## config.mk

```make
export PLATFORM = sky130hd
export DESIGN_NAME = bank_mmu
export DESIGN_NICKNAME = d
export VERILOG_FILES = /design/src/rtl/bank_mmu_pkg.sv /design/src/rtl/bank_mmu_mode.sv /design/src/rtl/bank_mmu_vbr.sv /design/src/rtl/bank_mmu_route.sv /design/src/rtl/bank_mmu.sv
export SDC_FILE = /design/constraint.sdc
export NUM_CORES = 1
export LEC_CHECK = 0
export BUFFER_PORTS_ARGS = -buffer_cell sky130_fd_sc_hd__clkbuf_2
export CAP_MARGIN = 20
export CORE_AREA = 2 2 49 51
export DETAILED_ROUTE_END_ITERATION = 10
export DIE_AREA = 0 0 51 53
export PLACE_DENSITY = 0.6
export SKIP_CTS_REPAIR_TIMING = 1
export SLEW_MARGIN = 20
export SYNTH_ARGS = -nofsm -noshare
export SYNTH_HDL_FRONTEND = slang
export SYNTH_SLANG_ARGS = --single-unit
```

## constraint.sdc

```tcl
create_clock -name clk -period 2.8 [get_ports clk]
set_clock_uncertainty 0.15 [all_clocks]
set_input_delay 0 -clock clk [delete_from_list [all_inputs] [get_ports clk]]
set_output_delay 0 -clock clk [all_outputs]
set_load 0.05 [all_outputs]
```

## src/rtl/bank_mmu_pkg.sv

```systemverilog
package bank_mmu_pkg;
   typedef enum logic [1:0] {
      ACC_FETCH = 2'b00,
      ACC_READ  = 2'b01,
      ACC_WRITE = 2'b10,
      ACC_CONST = 2'b11
   } acc_kind_e;
endpackage

```

## src/rtl/bank_mmu_mode.sv

```systemverilog
// Extracts the active code bank from the status byte and classifies it.
module bank_mmu_mode #(
   parameter int DATA_W    = 8,
   parameter int SEL_LSB   = 4,
   parameter int SEL_W     = 3,
   parameter int SYS_BANKS = 4
) (
   input  logic [DATA_W-1:0] ps_i,
   output logic [SEL_W-1:0]  code_bank_o,
   output logic              sys_mode_o
);
   localparam int NUM_CODE = 1 << SEL_W;

   if (SEL_LSB + SEL_W > DATA_W) begin : g_bad_field
      $error("bank selector field exceeds status width");
   end
   if (SYS_BANKS < 1 || SYS_BANKS >= NUM_CODE) begin : g_bad_split
      $error("system bank count must leave at least one user bank");
   end

   assign code_bank_o = ps_i[SEL_LSB +: SEL_W];
   assign sys_mode_o  = ({1'b0, code_bank_o} < (SEL_W+1)'(SYS_BANKS));
endmodule

```

## src/rtl/bank_mmu_vbr.sv

```systemverilog
// Steering register with its decode into a physical data bank.
module bank_mmu_vbr #(
   parameter int DATA_W      = 8,
   parameter int SEL_W       = 3,
   parameter int BANK_W      = 4,
   parameter int SYS_BANKS   = 4,
   parameter int OS_BANK     = 8,
   parameter int IO_BANK     = 9,
   parameter int IO_CODE     = 1,
   parameter bit FULL_DECODE = 1'b1
) (
   input  logic              clk,
   input  logic              rst_n,
   input  logic              wr_en_i,
   input  logic [DATA_W-1:0] wdata_i,
   output logic [DATA_W-1:0] vbr_q_o,
   output logic [BANK_W-1:0] target_o
);
   localparam int NUM_CODE = 1 << SEL_W;
   localparam int KEY_W    = FULL_DECODE ? DATA_W : SEL_W;

   if (IO_BANK >= (1 << BANK_W) || OS_BANK >= (1 << BANK_W)) begin : g_bad_bank
      $error("bank width too narrow for system data or I/O bank");
   end
   if (IO_CODE >= SYS_BANKS || IO_CODE == 0) begin : g_bad_io
      $error("I/O code must be nonzero and outside the user range");
   end

   logic [DATA_W-1:0] vbr_q;
   logic [KEY_W-1:0]  key;

   always_ff @(posedge clk or negedge rst_n) begin
      if (!rst_n)       vbr_q <= '0;
      else if (wr_en_i) vbr_q <= wdata_i;
   end

   // Variant: compare the whole byte, or only the selector-wide low part.
   if (FULL_DECODE) begin : g_full_key
      assign key = vbr_q;
   end else begin : g_short_key
      assign key = vbr_q[SEL_W-1:0];
   end

   logic [NUM_CODE-1:0] user_hit;
   for (genvar u = 0; u < NUM_CODE; u++) begin : g_user
      if (u >= SYS_BANKS) begin : g_match
         assign user_hit[u] = (key == KEY_W'(u));
      end else begin : g_none
         assign user_hit[u] = 1'b0;
      end
   end

   always_comb begin
      target_o = BANK_W'(OS_BANK);
      if (key == KEY_W'(IO_CODE)) target_o = BANK_W'(IO_BANK);
      for (int u = 0; u < NUM_CODE; u++) begin
         if (user_hit[u]) target_o = BANK_W'(u);
      end
   end

   assign vbr_q_o = vbr_q;
endmodule

```

## src/rtl/bank_mmu_route.sv

```systemverilog
// Chooses the physical bank per access kind and separates register hits.
module bank_mmu_route
   import bank_mmu_pkg::*;
#(
   parameter int ADDR_W = 8,
   parameter int SEL_W  = 3,
   parameter int BANK_W = 4
) (
   input  logic              valid_i,
   input  acc_kind_e         kind_i,
   input  logic [ADDR_W-1:0] addr_i,
   input  logic [SEL_W-1:0]  code_bank_i,
   input  logic              sys_mode_i,
   input  logic [BANK_W-1:0] data_target_i,
   output logic [BANK_W-1:0] bank_o,
   output logic [ADDR_W-1:0] offset_o,
   output logic              mem_rd_o,
   output logic              mem_wr_o,
   output logic              reg_hit_o,
   output logic              reg_wr_o,
   output logic              reg_rd_o
);
   localparam logic [ADDR_W-1:0] REG_ADDR = '1;

   if (BANK_W <= SEL_W) begin : g_bad_width
      $error("physical bank width must exceed selector width");
   end

   logic is_data;
   logic is_write;

   always_comb begin
      is_data  = (kind_i == ACC_READ) || (kind_i == ACC_WRITE);
      is_write = (kind_i == ACC_WRITE);
      if (is_data && sys_mode_i) bank_o = data_target_i;
      else                       bank_o = BANK_W'(code_bank_i);
      offset_o  = addr_i;
      reg_hit_o = valid_i && sys_mode_i && is_data && (addr_i == REG_ADDR);
      reg_wr_o  = reg_hit_o && is_write;
      reg_rd_o  = reg_hit_o && !is_write;
      mem_wr_o  = valid_i && is_write && !reg_hit_o;
      mem_rd_o  = valid_i && !is_write && !reg_hit_o;
   end
endmodule

```

## src/rtl/bank_mmu.sv

```systemverilog
module bank_mmu
   import bank_mmu_pkg::*;
#(
   parameter int DATA_W      = 8,
   parameter int ADDR_W      = 8,
   parameter int SEL_LSB     = 4,
   parameter int SEL_W       = 3,
   parameter int SYS_BANKS   = 4,
   parameter int BANK_W      = 4,
   parameter int OS_BANK     = 8,
   parameter int IO_BANK     = 9,
   parameter int IO_CODE     = 1,
   parameter bit FULL_DECODE = 1'b1
) (
   input  logic              clk,
   input  logic              rst_n,
   input  logic [DATA_W-1:0] ps_i,
   input  logic              acc_valid_i,
   input  logic [1:0]        acc_kind_i,
   input  logic [ADDR_W-1:0] addr_i,
   input  logic [DATA_W-1:0] wdata_i,
   output logic [BANK_W-1:0] bank_o,
   output logic [ADDR_W-1:0] offset_o,
   output logic              mem_rd_o,
   output logic              mem_wr_o,
   output logic              vbr_hit_o,
   output logic [DATA_W-1:0] vbr_rdata_o
);
   logic [SEL_W-1:0]  code_bank;
   logic              sys_mode;
   logic [DATA_W-1:0] vbr_q;
   logic [BANK_W-1:0] data_target;
   logic              reg_wr;
   logic              reg_rd;
   acc_kind_e         kind;

   assign kind = acc_kind_e'(acc_kind_i);

   bank_mmu_mode #(
      .DATA_W(DATA_W), .SEL_LSB(SEL_LSB), .SEL_W(SEL_W), .SYS_BANKS(SYS_BANKS)
   ) u_mode (
      .ps_i(ps_i), .code_bank_o(code_bank), .sys_mode_o(sys_mode)
   );

   bank_mmu_vbr #(
      .DATA_W(DATA_W), .SEL_W(SEL_W), .BANK_W(BANK_W), .SYS_BANKS(SYS_BANKS),
      .OS_BANK(OS_BANK), .IO_BANK(IO_BANK), .IO_CODE(IO_CODE),
      .FULL_DECODE(FULL_DECODE)
   ) u_vbr (
      .clk(clk), .rst_n(rst_n), .wr_en_i(reg_wr), .wdata_i(wdata_i),
      .vbr_q_o(vbr_q), .target_o(data_target)
   );

   bank_mmu_route #(
      .ADDR_W(ADDR_W), .SEL_W(SEL_W), .BANK_W(BANK_W)
   ) u_route (
      .valid_i(acc_valid_i), .kind_i(kind), .addr_i(addr_i),
      .code_bank_i(code_bank), .sys_mode_i(sys_mode),
      .data_target_i(data_target), .bank_o(bank_o), .offset_o(offset_o),
      .mem_rd_o(mem_rd_o), .mem_wr_o(mem_wr_o), .reg_hit_o(vbr_hit_o),
      .reg_wr_o(reg_wr), .reg_rd_o(reg_rd)
   );

   assign vbr_rdata_o = reg_rd ? vbr_q : '0;
endmodule

```

==> tab_implementation.tex, run 1 <==
\begin{tabular}{lr}
\hline
Metric & Value \\
\hline
\multicolumn{2}{l}{\textbf{Die}} \\
Num rows & 17 \\
Area of the core & 2148 um\^{}2 \\
Number of top-level pins & 52 \\
Starting density of the core & 28.07\% \\
DIE WIDTH & 51 um \\
Die ar. & 2703 um\^{}2 \\
DIE HEIGHT & 53 um \\
\multicolumn{2}{l}{\textbf{Timing}} \\
Hold Fails Final Rpt & 8 \\
Slew @ Worst Pin & 513.0 ps \\
Max Slew Vio Count & 0 \\
Setup TNS Final & 0 ps \\
Finish-stage setup viols & 0 \\
Setup repair after global routing missed its margin & no \\
Worst slew margin relative to its limit & 65.80\% \\
Maximum operating frequency & 551.5 MHz \\
Period utilisation layout & 64.76\% \\
Shortest period the worst path allows & 1813 ps \\
Worst hold slack across all endpoints & -15.75 ps \\
\multicolumn{2}{l}{\textbf{Finish}} \\
Synth-to-Final Area Change & 52.07\% \\
Area used by sequential logic in the layout & 200.2 um\^{}2 \\
Fraction of final layout cells with drive strength greater than 1 & 53.21\% \\
Footprint of the multi-input gates & 320.3 um\^{}2 \\
Number of fillers in the final layout & 234 \\
Inserted Diodes & 0 \\
Number of flip-flops in the largest register & 8 \\
Final layout net count & 141 \\
Post-Route Utilization & 42.69\% \\
\multicolumn{2}{l}{\textbf{Yosys}} \\
Number of distinct library cells after synthesis & 21 \\
Top cells by area, synth & sky130\_fd\_sc\_hd\_\_dfrtp\_1 (33\%), sky130\_fd\_sc\_hd\_\_mux2\_4 (20\%), sky130\_fd\_sc\_hd\_\_buf\_4 (10\%) \\
Total number of yosys warnings & 0 \\
Post-synthesis average cell area & 10.22 um\^{}2 \\
Post-synthesis sequential area ratio & 33.20\% \\
Share of flip-flops with an asynchronous set or reset after synthesis & 100.0\% \\
Top-area cell type share of the netlist area & 33.20\% \\
Leading post-synthesis cells by instance count & sky130\_fd\_sc\_hd\_\_and2\_1 (8), sky130\_fd\_sc\_hd\_\_buf\_4 (8), sky130\_fd\_sc\_hd\_\_dfrtp\_1 (8), sky130\_fd\_sc\_hd\_\_mux2\_4 (8) \\
Gate count after technology mapping & 59 \\
Yosys top cell by area & sky130\_fd\_sc\_hd\_\_dfrtp\_1 \\
Number of flip-flops and latches in the synthesized netlist & 8 \\
Synth Cell Area & 603.1 um\^{}2 \\
Net count of the mapped netlist & 89 \\
Post-synth EDFFs & 0 \\
Post-synth top flop & sky130\_fd\_sc\_hd\_\_dfrtp\_1 \\
\multicolumn{2}{l}{\textbf{Detailed routing}} \\
Number of antenna-violating nets in the routed design & 0 \\
WL per Instance & 11.62 um \\
Number of vias after detailed routing & 600 \\
Via/cell ratio & 4.380 \\
Number of DRC violations after detailed-routing iteration 0 & 4 \\
First-pass iteration count of the detailed router & 3 \\
DRC violations left & 0 \\
Post-Route WL & 1.592 mm \\
\multicolumn{2}{l}{\textbf{Setup path}} \\
Max Fanout on Critical Path & 3 \\
Register-to-Register Setup Slack & 1830 ps \\
Critical Setup Path Class & reg2out \\
Data arrival time of the worst path & 1660 ps \\
Element type at the critical path start & flip-flop \\
Critical path data required time & 2650 ps \\
FF-to-FF Start & u\_vbr.vbr\_q\_o[2] \\
Critical path endpoint category & primary output \\
Launch point of the worst path & u\_vbr.vbr\_q\_o[6] \\
\multicolumn{2}{l}{\textbf{Status}} \\
Violated checks & hold timing \\
Status & finished, violations left \\
\multicolumn{2}{l}{\textbf{Pwr}} \\
Power per unit of standard cell area & 329.4 nW/um\^{}2 \\
Maximum resistive drop on vdd & 0.0001146 V \\
Pleak & 0.5163 nW \\
\multicolumn{2}{l}{\textbf{Clocking}} \\
TritonCTS clock tree & yes \\
Clk\_lat worst skew & 250 ps \\
Clock-pin slew on the worst setup and hold paths & 50 ps \\
Maximum clock insertion buffer count & 2 \\
Cts bufs inserted & 3 \\
Clock tree sinks & 8 \\
H-tree level count & 1 \\
CTS Root Buffer Type & sky130\_fd\_sc\_hd\_\_clkbuf\_4 \\
\multicolumn{2}{l}{\textbf{Global route}} \\
Vias in the first global route & 546 \\
Grt total ovfl & 0 \\
Overall Global Routing Usage & 11.73\% \\
Global-route wire length before repair & 2.270 mm \\
Pin count of the biggest net entering global routing & 9 \\
Number of antenna violations at the first check in global routing & 0 \\
\multicolumn{2}{l}{\textbf{Job}} \\
\# Max-Cap Violations & 0 \\
\multicolumn{2}{l}{\textbf{Place}} \\
Total of buffers placed on input and output ports & 46 \\
HPWL after detailed placement & 1.227 mm \\
Routability congestion estimate & 0.7370 \\
\multicolumn{2}{l}{\textbf{Min path}} \\
Kind of path behind the tightest hold check & in2async \\
\hline
\end{tabular}
==> cell families after synthesis <==
logic type / count (synthesis) / synth area share, %
muxes: 8 / 19.92
and+or+nand+nor: 25 / 25.52
DFF: 8 / 33.19
buffers and inverters: 12 / 13.69
AOI/OAI and AO/OA: 5 / 5.601
adders and majority gates: 1 / 2.074
==> area by class of cell <==
type | instances | area share, %
sequential | 8 | 21.83
timing repair buffer | 56 | 35.74
multi-input combinational | 39 | 34.92
clock buffer | 3 | 2.456
inverter | 3 | 1.228
tap | 28 | 3.820
==> cell usage in the layout (no fill, tap or decap) <==
cell type / n
sky130_fd_sc_hd__nand4_1: 1
sky130_fd_sc_hd__buf_4: 1
sky130_fd_sc_hd__a31oi_1: 1
sky130_fd_sc_hd__and2_1: 8
sky130_fd_sc_hd__dfrtp_1: 8
sky130_fd_sc_hd__nand4bb_1: 2
sky130_fd_sc_hd__o21ai_0: 1
sky130_fd_sc_hd__or2_1: 1
sky130_fd_sc_hd__dlygate4sd3_1: 9
sky130_fd_sc_hd__nand3_1: 3
sky130_fd_sc_hd__ha_1: 1
sky130_fd_sc_hd__nor3b_1: 2
sky130_fd_sc_hd__o31ai_1: 2
sky130_fd_sc_hd__nor3_1: 2
sky130_fd_sc_hd__or4_1: 1
sky130_fd_sc_hd__nor2_1: 1
sky130_fd_sc_hd__clkbuf_2: 46
sky130_fd_sc_hd__mux2_4: 8
sky130_fd_sc_hd__inv_1: 3
sky130_fd_sc_hd__nor4_1: 1
sky130_fd_sc_hd__o21bai_1: 1
sky130_fd_sc_hd__clkbuf_4: 3
sky130_fd_sc_hd__nand2_1: 3
==> worst max-delay path, stage by stage (launching register included) <==
cell	delay, ps
sky130_fd_sc_hd__dfrtp_1	390
sky130_fd_sc_hd__nor3_1	310
sky130_fd_sc_hd__nand3_1	150
sky130_fd_sc_hd__o31ai_1	240
sky130_fd_sc_hd__clkbuf_2	320
==> final timing paths <==
kind / endpoint / depth (start not counted)
min: u_vbr.vbr_q_o[5] / 2
max: bank_o[1] / 4
max in group asynchronous: u_vbr.vbr_q_o[1] / 2
min in group clk: offset_o[3] / 2
max reg2reg: u_vbr.vbr_q_o[2] / 1
min reg2reg: u_vbr.vbr_q_o[7] / 1
==> metrics by stage <==
stage	std cells	hold WS, ps	worst slack (ps)	instance area [um^2]	power [mW]
final	137	-15.75	986.7	917.1	0.3021
after global routing	137	-3.522	858.4	917.1	0.3180
after CTS	128	-560.0	966.4	827.0	0.2968
after detailed placement	125	-290.6	824.1	804.5	0.2087
after global placement	125	-292.0	840.7	804.5	0.2085
after floorplan	59	-445.6	321.5	603.1	0.1837
==> power by group <==
part | switching, mW | internal (mW) | leakage (nW) | total, mW
clock | 0.0367 | 0.0489 | 0.0138 | 0.0856
combinational | 0.0649 | 0.0348 | 0.391 | 0.0998
sequential | 0.000441 | 0.116 | 0.112 | 0.117
==> per-layer routing <==
metal,GRT usage [%],wire length (um)
met5,0,0
met4,9.459,15
met3,1.977,136
met2,18.40,700
met1,14.09,739
Power figures use the tool's default switching activity.
==> run 2, diff against run 1 <==
ABC_AREA = 1   (was not set)
CORE_AREA = 2 2 54 56   (was 2 2 49 51)
DIE_AREA = 0 0 56 58   (was 0 0 51 53)
PLACE_DENSITY = 0.58   (was 0.6)
clock period = 1.6 ns   (was 2.8 ns; I/O delays follow)
==> tab_implementation.tex, run 2 <==
\begin{tabular}{lr}
\hline
Metric & Value \\
\hline
\multicolumn{2}{l}{\textbf{Yosys}} \\
Most used standard cell by instance count after synthesis & sky130\_fd\_sc\_hd\_\_nand2\_1 \\
Number of distinct library cells after synthesis & 17 \\
Total number of yosys warnings & 0 \\
Post-synthesis sequential area ratio & 27.12\% \\
Number of flip-flops and latches in the synthesized netlist & 8 \\
Post-synth EDFFs & 0 \\
Leading post-synthesis cells by instance count & sky130\_fd\_sc\_hd\_\_nand2\_1 (35), sky130\_fd\_sc\_hd\_\_inv\_1 (15), sky130\_fd\_sc\_hd\_\_nand3\_1 (12) \\
Synth Cell Area & 738.2 um\^{}2 \\
Share of flip-flops with an asynchronous set or reset after synthesis & 100.0\% \\
Gate count after technology mapping & 109 \\
Yosys top cell by area & sky130\_fd\_sc\_hd\_\_dfrtp\_1 \\
Post-synthesis average cell area & 6.773 um\^{}2 \\
Post-synth top flop & sky130\_fd\_sc\_hd\_\_dfrtp\_1 \\
Top cells by area, synth & sky130\_fd\_sc\_hd\_\_dfrtp\_1 (27\%), sky130\_fd\_sc\_hd\_\_nand2\_1 (18\%), sky130\_fd\_sc\_hd\_\_buf\_4 (9.2\%) \\
Top-area cell type share of the netlist area & 27.12\% \\
Net count of the mapped netlist & 139 \\
\multicolumn{2}{l}{\textbf{Detailed routing}} \\
Number of DRC violations after detailed-routing iteration 0 & 16 \\
Via/cell ratio & 4.236 \\
First-pass iteration count of the detailed router & 4 \\
WL per Instance & 9.058 um \\
Number of antenna-violating nets in the routed design & 0 \\
Post-Route WL & 1.730 mm \\
DRC violations left & 0 \\
Number of vias after detailed routing & 809 \\
\multicolumn{2}{l}{\textbf{Pwr}} \\
Sequential share of power & 36.7\% \\
Power per unit of standard cell area & 511.4 nW/um\^{}2 \\
Combinational power share & 36.3\% \\
Internal Pwr Total & 0.3580 mW \\
Maximum resistive drop on vdd & 0.0002846 V \\
Proportion of power drawn by the clock network & 27.0\% \\
Switching Power & 0.1987 mW \\
Pleak & 0.5986 nW \\
Total chip power & 0.5567 mW \\
Sw frac & 35.70\% \\
\multicolumn{2}{l}{\textbf{Global route}} \\
Most crowded layer after global routing & met2 \\
Met2 track utilization from global routing & 18.99\% \\
Grt met1 use & 13.52\% \\
Grt total ovfl & 0 \\
Global-route wire length before repair & 2.849 mm \\
Pin count of the biggest net entering global routing & 9 \\
Met3 usage & 0.6696\% \\
Vias in the first global route & 737 \\
Number of antenna violations at the first check in global routing & 0 \\
Overall Global Routing Usage & 10.64\% \\
\multicolumn{2}{l}{\textbf{Clocking}} \\
Clock tree sinks & 8 \\
Maximum clock insertion buffer count & 2 \\
Clk\_lat worst skew & 240 ps \\
H-tree level count & 1 \\
Cts bufs inserted & 3 \\
CTS Root Buffer Type & sky130\_fd\_sc\_hd\_\_clkbuf\_4 \\
Clock-pin slew on the worst setup and hold paths & 60 ps \\
TritonCTS clock tree & yes \\
\multicolumn{2}{l}{\textbf{Setup path}} \\
Critical Setup Path Class & reg2out \\
Critical path data required time & 1450 ps \\
Max Fanout on Critical Path & 3 \\
Data arrival time of the worst path & 1330 ps \\
Element type at the critical path start & flip-flop \\
Critical path endpoint category & primary output \\
\multicolumn{2}{l}{\textbf{Place}} \\
Worst setup slack after placement & 128.0 ps \\
HPWL after detailed placement & 1.467 mm \\
Total of buffers placed on input and output ports & 46 \\
Routability congestion estimate & 0.6837 \\
Cell count after placement & 178 \\
\multicolumn{2}{l}{\textbf{Timing}} \\
Finish-stage setup viols & 0 \\
Hold Fails Final Rpt & 0 \\
Worst Setup Slack, final & 121.3 ps \\
Slew @ Worst Pin & 362.1 ps \\
Worst hold slack across all endpoints & 67.06 ps \\
Max Slew Vio Count & 0 \\
Maximum operating frequency & 676.3 MHz \\
Worst slew margin relative to its limit & 75.78\% \\
Setup TNS Final & 0 ps \\
Setup repair after global routing missed its margin & yes \\
Shortest period the worst path allows & 1479 ps \\
Period utilisation layout & 92.42\% \\
\multicolumn{2}{l}{\textbf{Finish}} \\
Number of flip-flops in the largest register & 8 \\
Final layout net count & 192 \\
Inserted Diodes & 0 \\
Commonest cells after routing, fill and taps aside & sky130\_fd\_sc\_hd\_\_clkbuf\_2 (43), sky130\_fd\_sc\_hd\_\_nand2\_1 (35), sky130\_fd\_sc\_hd\_\_inv\_1 (15) \\
Synth-to-Final Area Change & 47.46\% \\
Cell Count, Final, Fillers Out & 191 \\
Fraction of final layout cells with drive strength greater than 1 & 45.63\% \\
Most common cell after layout, fill and taps aside & sky130\_fd\_sc\_hd\_\_clkbuf\_2 \\
\multicolumn{2}{l}{\textbf{Die}} \\
Area of the core & 2663 um\^{}2 \\
Die ar. & 3248 um\^{}2 \\
Num rows & 19 \\
Starting density of the core & 27.73\% \\
DIE HEIGHT & 58 um \\
DIE WIDTH & 56 um \\
Number of top-level pins & 52 \\
\multicolumn{2}{l}{\textbf{Status}} \\
Status & finished clean \\
\multicolumn{2}{l}{\textbf{Min path}} \\
Kind of path behind the tightest hold check & in2reg \\
\multicolumn{2}{l}{\textbf{Job}} \\
\# Max-Cap Violations & 0 \\
\hline
\end{tabular}
## run 2: final cells by class
cell class,instances,area (um^2)
fill,287,1574
tap,31,38.79
sequential,8,200.2
multi-input combinational,74,405.4
timing repair buffer,57,349.1
inverter,18,72.57
clock buffer,3,22.52
## run 2: cell families (layout without fill, tap and decap cells)
family / Yosys count / after routing / share of synthesized area (%)
AND/OR/NAND/NOR: 73 / 73 / 52.20
buffers and inverters: 27 / 78 / 18.98
flip-flops: 8 / 8 / 27.12
adder cells (fa/ha/maj): 1 / 1 / 1.695
## run 2: worst max-delay path, cell delays in order, from the launching register on
cell	delay, ps
sky130_fd_sc_hd__dfrtp_1	410
sky130_fd_sc_hd__nor2_2	130
sky130_fd_sc_hd__nand2_1	90
sky130_fd_sc_hd__nor2_2	130
sky130_fd_sc_hd__nand3_1	90
sky130_fd_sc_hd__nand2_1	80
sky130_fd_sc_hd__buf_6	150
## run 2: power by group through the flow
| stage | registers, mW | clock network, mW | logic, mW |
|---|---|---|---|
| 5_1_grt | 0.204 | 0.167 | 0.216 |
| 2_1_floorplan | 0.208 | 0 | 0.133 |
| 3_3_place_gp | 0.208 | 0 | 0.178 |
| 6_report | 0.204 | 0.150 | 0.202 |
| 4_1_cts | 0.204 | 0.156 | 0.180 |
| 3_5_place_dp | 0.208 | 0 | 0.179 |
## run 2: final timing paths
kind	from	to	slack, ps	cells after the start
max in group asynchronous	rst_n	u_vbr.vbr_q_o[3]	460	3
worst max-delay path	u_vbr.vbr_q_o[4]	bank_o[1]	120	6
min in group asynchronous	rst_n	u_vbr.vbr_q_o[4]	580	3
worst max register to register	u_vbr.vbr_q_o[1]	u_vbr.vbr_q_o[1]	790	2
worst min register to register	u_vbr.vbr_q_o[3]	u_vbr.vbr_q_o[3]	340	2
worst min-delay path	ps_i[6]	u_vbr.vbr_q_o[5]	70	6
## run 2: per-stage QoR
stage | instance area [um^2] | util [%]
after floorplan | 738.2 | -
after global placement | 947.2 | 35.57
after detailed placement | 947.2 | 35.57
after CTS | 969.7 | 36.42
after global routing | 1089 | 40.88
final | 1089 | 40.88
## run 2: layer usage
| metal | share of wire [%] | up-vias |
|---|---|---|
| met1 | 41 | 356 |
| met4 | 0 | 0 |
| met5 | 0 | - |
| met3 | 4.2 | 0 |
| met2 | 55 | 25 |
| li1 | - | 428 |
==> run 3, diff against run 2 <==
CAP_MARGIN = not set   (was 20)
CTS_BUF_LIST = sky130_fd_sc_hd__clkbuf_8   (was not set)
PLACE_DENSITY = 0.56   (was 0.58)
clock period = 1.8 ns   (was 1.6 ns; I/O delays follow)
==> tab_implementation.tex, run 3 (synthesis results as in run 2) <==
\begin{tabular}{lr}
\hline
Metric & Value \\
\hline
\multicolumn{2}{l}{\textbf{Status}} \\
Status & finished, violations left \\
Violated checks & hold timing \\
\multicolumn{2}{l}{\textbf{Place}} \\
HPWL after detailed placement & 1.439 mm \\
Worst setup slack after placement & 317.7 ps \\
Total of buffers placed on input and output ports & 46 \\
Routability congestion estimate & 0.7126 \\
\multicolumn{2}{l}{\textbf{Die}} \\
DIE WIDTH & 56 um \\
Number of top-level pins & 52 \\
Starting density of the core & 27.73\% \\
DIE HEIGHT & 58 um \\
Die ar. & 3248 um\^{}2 \\
Num rows & 19 \\
Area of the core & 2663 um\^{}2 \\
\multicolumn{2}{l}{\textbf{Setup path}} \\
Launch point of the worst path & u\_vbr.vbr\_q\_o[6] \\
R2R depth & 2 \\
Critical Setup Path Class & reg2out \\
Delay contributed by the slowest stage of the critical path & 390 ps \\
Worst Path Buf+Inv & 1 \\
Terminus of the critical flop-to-flop path & u\_vbr.vbr\_q\_o[1] \\
Element type at the critical path start & flip-flop \\
WP depth & 6 \\
Cell with the biggest individual delay on the critical path & sky130\_fd\_sc\_hd\_\_dfrtp\_1 \\
Max Fanout on Critical Path & 3 \\
Cell type group with the largest total delay on the critical path & simple AND/OR/NAND/NOR gates \\
Data arrival time of the worst path & 1490 ps \\
Critical path endpoint category & primary output \\
FF-to-FF Start & u\_vbr.vbr\_q\_o[1] \\
Worst setup path endpoint & bank\_o[1] \\
Register-to-Register Setup Slack & 980 ps \\
Critical path cell sequence & nor2\_1 > nand2\_1 > nor2\_1 > nand3\_1 > nand2\_1 > clkbuf\_2 \\
Critical path data required time & 1650 ps \\
\multicolumn{2}{l}{\textbf{Finish}} \\
Area used by sequential logic in the layout & 200.2 um\^{}2 \\
Inserted Diodes & 0 \\
Most common cell after layout, fill and taps aside & sky130\_fd\_sc\_hd\_\_clkbuf\_2 \\
Number of flip-flops in the largest register & 8 \\
Footprint of the multi-input gates & 397.9 um\^{}2 \\
Fraction of final layout cells with drive strength greater than 1 & 43.67\% \\
Commonest cells after routing, fill and taps aside & sky130\_fd\_sc\_hd\_\_clkbuf\_2 (46), sky130\_fd\_sc\_hd\_\_nand2\_1 (35), sky130\_fd\_sc\_hd\_\_inv\_1 (15) \\
Final layout net count & 190 \\
Synth-to-Final Area Change & 45.09\% \\
Number of fillers in the final layout & 303 \\
\multicolumn{2}{l}{\textbf{Global route}} \\
Grt total ovfl & 0 \\
Vias in the first global route & 711 \\
Pin count of the biggest net entering global routing & 12 \\
Overall Global Routing Usage & 11.15\% \\
Global-route wire length before repair & 2.932 mm \\
Number of antenna violations at the first check in global routing & 0 \\
\multicolumn{2}{l}{\textbf{Clocking}} \\
TritonCTS clock tree & yes \\
Clk\_lat worst skew & 230 ps \\
Maximum clock insertion buffer count & 2 \\
Clock tree sinks & 8 \\
H-tree level count & 1 \\
CTS Root Buffer Type & sky130\_fd\_sc\_hd\_\_clkbuf\_8 \\
Cts bufs inserted & 3 \\
Clock-pin slew on the worst setup and hold paths & 40 ps \\
\multicolumn{2}{l}{\textbf{Detailed routing}} \\
First-pass iteration count of the detailed router & 2 \\
Post-Route WL & 1.831 mm \\
Via/cell ratio & 4.323 \\
Number of vias after detailed routing & 817 \\
WL per Instance & 9.688 um \\
DRC violations left & 0 \\
Number of antenna-violating nets in the routed design & 0 \\
Number of DRC violations after detailed-routing iteration 0 & 17 \\
\multicolumn{2}{l}{\textbf{Timing}} \\
Hold Fails Final Rpt & 2 \\
Setup repair after global routing missed its margin & no \\
Maximum operating frequency & 610.6 MHz \\
Worst slew margin relative to its limit & 72.48\% \\
Shortest period the worst path allows & 1638 ps \\
Worst Setup Slack, final & 162.3 ps \\
Finish-stage setup viols & 0 \\
Slew @ Worst Pin & 412.8 ps \\
Worst hold slack across all endpoints & -0.3281 ps \\
Max Slew Vio Count & 0 \\
Period utilisation layout & 90.98\% \\
Setup TNS Final & 0 ps \\
\multicolumn{2}{l}{\textbf{Pwr}} \\
Power per unit of standard cell area & 532.0 nW/um\^{}2 \\
Switching Power & 0.1888 mW \\
Sw frac & 33.14\% \\
Proportion of power drawn by the clock network & 37.6\% \\
Sequential share of power & 32.0\% \\
Pleak & 0.5925 nW \\
Combinational power share & 30.4\% \\
Internal Pwr Total & 0.3809 mW \\
Maximum resistive drop on vdd & 0.0002875 V \\
\multicolumn{2}{l}{\textbf{Min path}} \\
Kind of path behind the tightest hold check & in2async \\
\multicolumn{2}{l}{\textbf{Job}} \\
\# Max-Cap Violations & 0 \\
\hline
\end{tabular}
## run 3: cell types whose count changed in the layout (fill, tap and decap cells not counted)
cell	before	now
sky130_fd_sc_hd__nor2_1	5	8
sky130_fd_sc_hd__clkbuf_2	43	46
sky130_fd_sc_hd__dlygate4sd3_1	10	9
sky130_fd_sc_hd__clkbuf_4	3	0
sky130_fd_sc_hd__buf_6	1	0
sky130_fd_sc_hd__buf_4	3	0
sky130_fd_sc_hd__clkbuf_8	0	3
sky130_fd_sc_hd__nor2_2	12	9
## run 3: metrics by stage
step	utilization, %	hold slack, ps	total power [mW]	cells	instance area (um^2)
after global routing	40.23	11.71	0.5929	189	1071
after CTS	36.84	-538.8	0.5588	180	980.9
after detailed placement	35.29	-297.9	0.3427	177	939.7
after global placement	35.29	-298.4	0.3411	177	939.7
after floorplan	-	-445.6	0.3026	109	738.2
final	40.23	-0.3281	0.5698	189	1071
## run 3: how the worst min path moves through the flow
stage                  endpoint  cells past startpoint
2_1_floorplan  u_vbr.vbr_q_o[0]                      0
5_1_grt        u_vbr.vbr_q_o[0]                      2
6_report       u_vbr.vbr_q_o[5]                      2
4_1_cts        u_vbr.vbr_q_o[5]                      1
3_3_place_gp   u_vbr.vbr_q_o[5]                      1
3_5_place_dp   u_vbr.vbr_q_o[5]                      1
## run 3: power by group through the flow
| stage | combinational (mW) | clock [mW] | sequential (mW) |
|---|---|---|---|
| 2_1_floorplan | 0.118 | 0 | 0.185 |
| 3_5_place_dp | 0.158 | 0 | 0.185 |
| 4_1_cts | 0.159 | 0.218 | 0.182 |
| 3_3_place_gp | 0.156 | 0 | 0.185 |
| 6_report | 0.173 | 0.214 | 0.182 |
| 5_1_grt | 0.185 | 0.226 | 0.182 |
## run 3: final cells by class
type                    count  area share [%]
inverters                  18           6.776
multi-input cells          74           37.15
flip-flops and latches      8           18.69
clock buffers               3           3.855
well taps                  31           3.621
repair buffers             55           29.91
## run 3: worst reg2reg max path, cell delays in order (launching register included)
cell	delay [ps]
sky130_fd_sc_hd__dfrtp_1	420
sky130_fd_sc_hd__nand2_1	80
sky130_fd_sc_hd__nand2_1	50
## run 3: routing by layer
metal / GRT usage [%] / vias up / routed length, um
met5: 0 / - / 0
met1: 13.52 / 375 / 771
met4: 5.102 / 0 / 25
li1: - / 422 / -
met2: 19.66 / 17 / 979
met3: 1.563 / 3 / 55
